===== config.mk =====
export PLATFORM = sky130hd
export DESIGN_NAME = phy_stat_tx
export DESIGN_NICKNAME = d
export VERILOG_FILES = /design/src/rtl/phy_stat_pkg.sv /design/src/rtl/phy_stat_flags.sv /design/src/rtl/phy_stat_rdbuf.sv /design/src/rtl/phy_stat_seq.sv /design/src/rtl/phy_stat_tx.sv
export SDC_FILE = /design/constraint.sdc
export NUM_CORES = 1
export LEC_CHECK = 0
export BUFFER_PORTS_ARGS = -buffer_cell sky130_fd_sc_hd__buf_2
export CAP_MARGIN = 40
export CELL_PAD_IN_SITES_DETAIL_PLACEMENT = 1
export CELL_PAD_IN_SITES_GLOBAL_PLACEMENT = 1
export CORE_MARGIN = 5
export CORE_UTILIZATION = 35
export DETAILED_ROUTE_END_ITERATION = 8
export PLACE_DENSITY = 0.74
export REMOVE_ABC_BUFFERS = 1
export SETUP_SLACK_MARGIN = 0.2
export SYNTH_ARGS = -nofsm -noshare
export SYNTH_HDL_FRONTEND = slang
export SYNTH_HIERARCHICAL = 1
export SYNTH_SLANG_ARGS = --single-unit

===== constraint.sdc =====
create_clock -name clk_i -period 1.6 [get_ports clk_i]
set_input_delay 0.16 -clock clk_i [delete_from_list [all_inputs] [get_ports clk_i]]
set_output_delay 0.16 -clock clk_i [all_outputs]
set_load 0.05 [all_outputs]

===== src/rtl/phy_stat_pkg.sv =====
package phy_stat_pkg;
  localparam int EV_W = 4;
  localparam logic [3:0] GAP_MASK = 4'b0011;
  localparam logic [1:0] CTL_IDLE = 2'b00;
  localparam logic [1:0] CTL_STAT = 2'b01;
  typedef enum logic {ST_IDLE, ST_SEND} tx_state_e;
endpackage


===== src/rtl/phy_stat_flags.sv =====
module phy_stat_flags
  import phy_stat_pkg::*;
#(
  parameter int LANE_W = 2,
  parameter int BEAT_W = 3
) (
  input  logic              clk_i,
  input  logic              rst_ni,
  input  logic [EV_W-1:0]   set_i,
  input  logic              sent_i,
  input  logic [BEAT_W-1:0] beat_i,
  output logic [EV_W-1:0]   flags_o
);
  for (genvar i = 0; i < EV_W; i++) begin : g_flag
    localparam int BEAT_OF = i / LANE_W;
    logic flag_q;
    logic clr;
    assign clr = sent_i && (beat_i == BEAT_W'(BEAT_OF));
    // a new pulse wins over clearing in the same cycle
    always_ff @(posedge clk_i or negedge rst_ni) begin
      if (!rst_ni)       flag_q <= 1'b0;
      else if (set_i[i]) flag_q <= 1'b1;
      else if (clr)      flag_q <= 1'b0;
    end
    assign flags_o[i] = flag_q;
  end
endmodule


===== src/rtl/phy_stat_rdbuf.sv =====
module phy_stat_rdbuf #(
  parameter int ADDR_W = 4,
  parameter int DATA_W = 8
) (
  input  logic              clk_i,
  input  logic              rst_ni,
  input  logic              load_i,
  input  logic [ADDR_W-1:0] addr_i,
  input  logic [DATA_W-1:0] data_i,
  input  logic              done_i,
  output logic              vld_o,
  output logic [ADDR_W-1:0] addr_o,
  output logic [DATA_W-1:0] data_o
);
  logic              vld_q;
  logic [ADDR_W-1:0] addr_q;
  logic [DATA_W-1:0] data_q;

  always_ff @(posedge clk_i or negedge rst_ni) begin
    if (!rst_ni) begin
      vld_q  <= 1'b0;
      addr_q <= '0;
      data_q <= '0;
    end else if (!vld_q) begin
      if (load_i) begin
        vld_q  <= 1'b1;
        addr_q <= addr_i;
        data_q <= data_i;
      end
    end else if (done_i) begin
      vld_q <= 1'b0;
    end
  end

  assign vld_o  = vld_q;
  assign addr_o = addr_q;
  assign data_o = data_q;
endmodule


===== src/rtl/phy_stat_seq.sv =====
module phy_stat_seq
  import phy_stat_pkg::*;
#(
  parameter int WORD_W = 16,
  parameter int LANE_W = 2,
  parameter int BEAT_W = 3
) (
  input  logic              clk_i,
  input  logic              rst_ni,
  input  logic [EV_W-1:0]   flags_i,
  input  logic              rd_vld_i,
  input  logic [WORD_W-1:0] word_i,
  input  logic              abort_i,
  output logic [1:0]        ctl_o,
  output logic [LANE_W-1:0] d_o,
  output logic              sent_o,
  output logic [BEAT_W-1:0] beat_o,
  output logic              rd_done_o
);
  localparam int SHORT_BEATS = EV_W / LANE_W;
  localparam int LONG_BEATS  = WORD_W / LANE_W;
  localparam int IDX_W       = $clog2(WORD_W);

  tx_state_e         state_q;
  logic [BEAT_W-1:0] beat_q;
  logic              long_q;
  logic              pending, start, sending, last;
  logic [WORD_W-1:0] cur_word;
  logic [IDX_W-1:0]  bit_idx;

  assign pending  = (|flags_i) || rd_vld_i;
  assign start    = (state_q == ST_IDLE) && pending && !abort_i;
  assign sending  = (state_q == ST_SEND) && !abort_i;
  assign last     = long_q ? (beat_q == BEAT_W'(LONG_BEATS - 1))
                           : (beat_q == BEAT_W'(SHORT_BEATS - 1));
  assign cur_word = long_q ? word_i : WORD_W'(word_i[EV_W-1:0]);
  assign bit_idx  = IDX_W'(beat_q) * IDX_W'(LANE_W);

  always_ff @(posedge clk_i or negedge rst_ni) begin
    if (!rst_ni) begin
      state_q <= ST_IDLE;
      beat_q  <= '0;
      long_q  <= 1'b0;
    end else begin
      case (state_q)
        ST_IDLE: if (start) begin
          state_q <= ST_SEND;
          beat_q  <= '0;
          // pending gap status goes ahead of a read response
          long_q  <= rd_vld_i && !(|(flags_i & GAP_MASK));
        end
        ST_SEND: begin
          if (abort_i || last) begin
            state_q <= ST_IDLE;
            beat_q  <= '0;
          end else begin
            beat_q <= beat_q + 1'b1;
          end
        end
        default: state_q <= ST_IDLE;
      endcase
    end
  end

  assign ctl_o     = sending ? CTL_STAT : CTL_IDLE;
  assign d_o       = sending ? cur_word[bit_idx +: LANE_W] : '0;
  assign sent_o    = sending;
  assign beat_o    = beat_q;
  assign rd_done_o = sending && long_q && last;
endmodule


===== src/rtl/phy_stat_tx.sv =====
module phy_stat_tx
  import phy_stat_pkg::*;
#(
  parameter int ADDR_W = 4,
  parameter int DATA_W = 8,
  parameter int LANE_W = 2
) (
  input  logic              clk_i,
  input  logic              rst_ni,
  input  logic              arb_gap_i,
  input  logic              sub_gap_i,
  input  logic              bus_rst_i,
  input  logic              phy_int_i,
  input  logic              rd_load_i,
  input  logic [ADDR_W-1:0] rd_addr_i,
  input  logic [DATA_W-1:0] rd_data_i,
  input  logic              abort_i,
  output logic [1:0]        ctl_o,
  output logic [LANE_W-1:0] d_o
);
  localparam int WORD_W      = EV_W + ADDR_W + DATA_W;
  localparam int SHORT_BEATS = EV_W / LANE_W;
  localparam int LONG_BEATS  = WORD_W / LANE_W;
  localparam int BEAT_W      = $clog2(LONG_BEATS);

  logic [EV_W-1:0]   ev_set, flags;
  logic              sent, rd_done, rd_vld;
  logic [BEAT_W-1:0] beat;
  logic [ADDR_W-1:0] rd_addr;
  logic [DATA_W-1:0] rd_data;
  logic [WORD_W-1:0] word;

  assign ev_set = {phy_int_i, bus_rst_i, sub_gap_i, arb_gap_i};
  assign word   = {rd_data, rd_addr, flags};

  phy_stat_flags #(.LANE_W(LANE_W), .BEAT_W(BEAT_W)) u_flags (
    .clk_i  (clk_i),
    .rst_ni (rst_ni),
    .set_i  (ev_set),
    .sent_i (sent),
    .beat_i (beat),
    .flags_o(flags)
  );

  phy_stat_rdbuf #(.ADDR_W(ADDR_W), .DATA_W(DATA_W)) u_rdbuf (
    .clk_i (clk_i),
    .rst_ni(rst_ni),
    .load_i(rd_load_i),
    .addr_i(rd_addr_i),
    .data_i(rd_data_i),
    .done_i(rd_done),
    .vld_o (rd_vld),
    .addr_o(rd_addr),
    .data_o(rd_data)
  );

  phy_stat_seq #(.WORD_W(WORD_W), .LANE_W(LANE_W), .BEAT_W(BEAT_W)) u_seq (
    .clk_i    (clk_i),
    .rst_ni   (rst_ni),
    .flags_i  (flags),
    .rd_vld_i (rd_vld),
    .word_i   (word),
    .abort_i  (abort_i),
    .ctl_o    (ctl_o),
    .d_o      (d_o),
    .sent_o   (sent),
    .beat_o   (beat),
    .rd_done_o(rd_done)
  );
endmodule


==> impl_results.md <==
* Outcome: complete, but fails checks
* Failing checks: setup timing
* Hold Crit Depth at 2
* Critical Path Start Type: flip-flop
* Layout Utilization at 44.3%
* Crit-path cells: mux2i_1, o32ai_1, o21a_1, buf_6
* Commonest cells post-synth: 22 x dfrtp_1, 10 x mux2_4, 8 x mux2i_1
* Area of the core at 0.00331 mm2
* Initial DRC Count at 10
* Filler cells at 375
* Count leader, synth: dfrtp_1
* Fin. Hold Viols at 0
* Fin. max-slew vios at 0
* Synth Register Bits at 22
* Area Overhead vs Synth at 24.0%
* Yosys cell types at 31
* CTS sink count at 22
* Via count at 843
* Dpl cells at 155
* Setup Crit Path Kind: reg -> out
* Slew margin rel. at 65.9%
* Maxcap violations at 0
* Num CTS Buffers at 3
* Uppermost layer routed: met4
* Latest clock arrival within the worst-skew pair at 0.31 ns
* Largest net degree at the start of global routing at 23
* Via-to-Cell Ratio at 5.14
* Rows at 21
* DRT met1 WL at 1240 um
* Die Area at 0.00464 mm2
* Post-synth ARST share at 100%
* Yosys warnings at 6
* Post-synthesis sequential area ratio at 46.6%
* Starting Density at 35.7%
* Inserted Diodes at 0
* Worst path top cell family by delay: flip-flops
* Port-buffer cells at 22
* Routed WL at 2820 um
* Most common flop cell mapped by yosys: dfrtp_1
* WP data arrival at 1.57 ns
* Post-layout instance count excluding filler cells at 164
* I/O pins at 24
* Max IR drop VDD at 0.399 mV
* WP buf/inv at 1
* Lkg Pwr at 0.000617 uW
* # DRC at 0
* Met2 wire len at 1430 um
* Final WS setup at -0.129 ns
* Crit path depth at 4
* Number of synthesized flops with an enable pin at 0
* Cell area after synthesis at 0.00118 mm2
* Final HPWL DP at 1900 um
* Post-route ant nets at 0
* Die Height at 68.1 um
* GP Congestion at 0.764
* Required time worst endpoint at 1.44 ns
* Vias in the first global route at 922
* Setup TNS at -0.250 ns
* DR pass1 iterations at 3
* Total gr overflow at 0
* Net count, final at 141
* Slew of the pin with the lowest slew margin at 0.512 ns
* Synth Instances at 94
* FF-to-FF path depth at 4
* Unrepaired setup endpoints after global routing: true
* Final setup vio count at 2
* Hold crit path type: in -> reg
* Clk slew on worst S/H paths at 0.12 ns
* Avg WL per Cell at 17.2 um
* Worst-path fanout max at 6
* Fmax at 578 MHz
* CTS tree: yes
* Clock Path Buffers at 2
* Die width at 68.1 um
* Yosys top cell area share at 46.6%
* First-pass GRT wire length at 4230 um
* CP peak stage delay at 0.50 ns
* Initial antenna violation count at 0
* Final period util at 108%
* Pwr dens at 957 mW/mm2
* Post-synthesis average cell area at 12.6 um2
* Layout cells sized above 1 at 49.2%
* Synth area leaders: dfrtp_1 47%, mux2_4 13%, mux2i_1 6.8%
* Post-synth top area cell: dfrtp_1
* Final setup skew at 0.00778 ns
* Crit. End Element: primary output
* Fin crit period at 1.73 ns
* All-Layer GR Usage at 12.7%
* Metal3 WL at 86 um
* H-tree depth at 1
* Worst path slowest cell: dfrtp_2
* CTS root buf: clkbuf_4
-- routing by layer --
layer / up-vias / track usage [%]
met5: - / 0
met4: 0 / 6.95
met3: 6 / 2.30
met2: 18 / 20.8
met1: 431 / 15.8
li1: 388 / -
-- flip-flops by register name, indices dropped and copies added (netlist names) --
name / flops
u_seq/long_q: 1
u_seq/beat_o: 3
u_rdbuf/data_o: 8
u_rdbuf/vld_o: 1
u_flags/g_flag.flag_q: 4
u_rdbuf/addr_o: 4
u_seq/state_q: 1
-- area by class of cell --
cell class                 instances  area [um2]  share of cell area, %
sequential                        22         554                   37.8
tap                               46        57.6                   3.92
multi-input combinational         59         591                   40.3
inverter                           3        11.3                  0.768
timing repair buffer              31         230                   15.7
clock buffer                       3        22.5                   1.54
-- power by group --
part | total (uW) | leakage, uW | internal [uW] | switching, uW
Sequential | 694 | 0.000257 | 622 | 71.6
Clock | 255 | 0.0000138 | 87.9 | 167
Combinational | 455 | 0.000347 | 246 | 209
Total | 1400 | 0.000617 | 956 | 447
-- worst paths after layout --
path / to / start / slack (ns)
worst min register to register: u_rdbuf/data_o[5]$_DFFE_PN0P_ / u_rdbuf/data_o[5]$_DFFE_PN0P_ / 0.52
max in group asynchronous: u_seq/beat_o[1]$_DFFE_PN0P_ / rst_ni / 0.89
worst max-delay path: d_o[0] / u_seq/beat_o[0]$_DFFE_PN0P_ / -0.13
worst max register to register: u_flags/g_flag[1].flag_q$_DFFE_PN0P_ / u_seq/beat_o[0]$_DFFE_PN0P_ / 0.03
min in group asynchronous: u_seq/state_q$_DFF_PN0_ / rst_ni / 0.34
worst min-delay path: u_flags/g_flag[0].flag_q$_DFFE_PN0P_ / arb_gap_i / 0.02
-- placed cells by master (no fill, tap or decap), drive strengths merged --
| cell | Yosys | routed |
|---|---|---|
| a211o | 1 | 1 |
| o32ai | 4 | 4 |
| clkbuf | 0 | 3 |
| nand2 | 2 | 2 |
| o21a | 2 | 2 |
| dfrtp | 22 | 22 |
| nor2 | 3 | 3 |
| a21boi | 1 | 1 |
| inv | 3 | 3 |
| nand3 | 2 | 2 |
| o22ai | 3 | 3 |
| xor2 | 1 | 1 |
| conb | 1 | 1 |
| nand2b | 2 | 2 |
| nor3 | 2 | 2 |
| or3 | 1 | 1 |
| a21o | 4 | 4 |
| or4b | 1 | 1 |
| ha | 1 | 1 |
| nand3b | 2 | 2 |
| nand4bb | 1 | 1 |
| a21oi | 2 | 2 |
| nor2b | 1 | 1 |
| buf | 10 | 30 |
| mux2 | 12 | 12 |
| o21ai | 1 | 1 |
| a32o | 1 | 1 |
| mux2i | 8 | 8 |
| dlygate4sd3 | 0 | 1 |
-- repair_timing --
item	in CTS	in global routing
cloned	0	0
endpoints found under the hold margin	22	0
resized for setup	13	13
setup endpoints to repair	5	7
pin swaps	4	4
buffers inserted	3	2
hold buffers	1	0
-- cell families after synthesis --
kind of cell	share of synthesized area (%)
fa+ha+maj	1.06
xor+xnor	0.741
flops	46.6
other cells	0.317
mux	21.4
compound gates	12.2
buf+inv	8.25
simple gates	9.52
-- metrics by stage --
stage	worst slack [ns]	total power [uW]	cell area (um2)	hold slack, ns
6_report	-0.129	1400	1470	0.0206
5_1_grt	-0.185	1480	1470	0.0111
4_1_cts	-0.133	1350	1390	0.0161
3_5_place_dp	-0.00369	1040	1300	0.163
3_3_place_gp	-0.00806	1020	1300	0.146
2_1_floorplan	-0.0872	922	1100	-0.136
No activity file was read; power rests on OpenSTA's default activity.
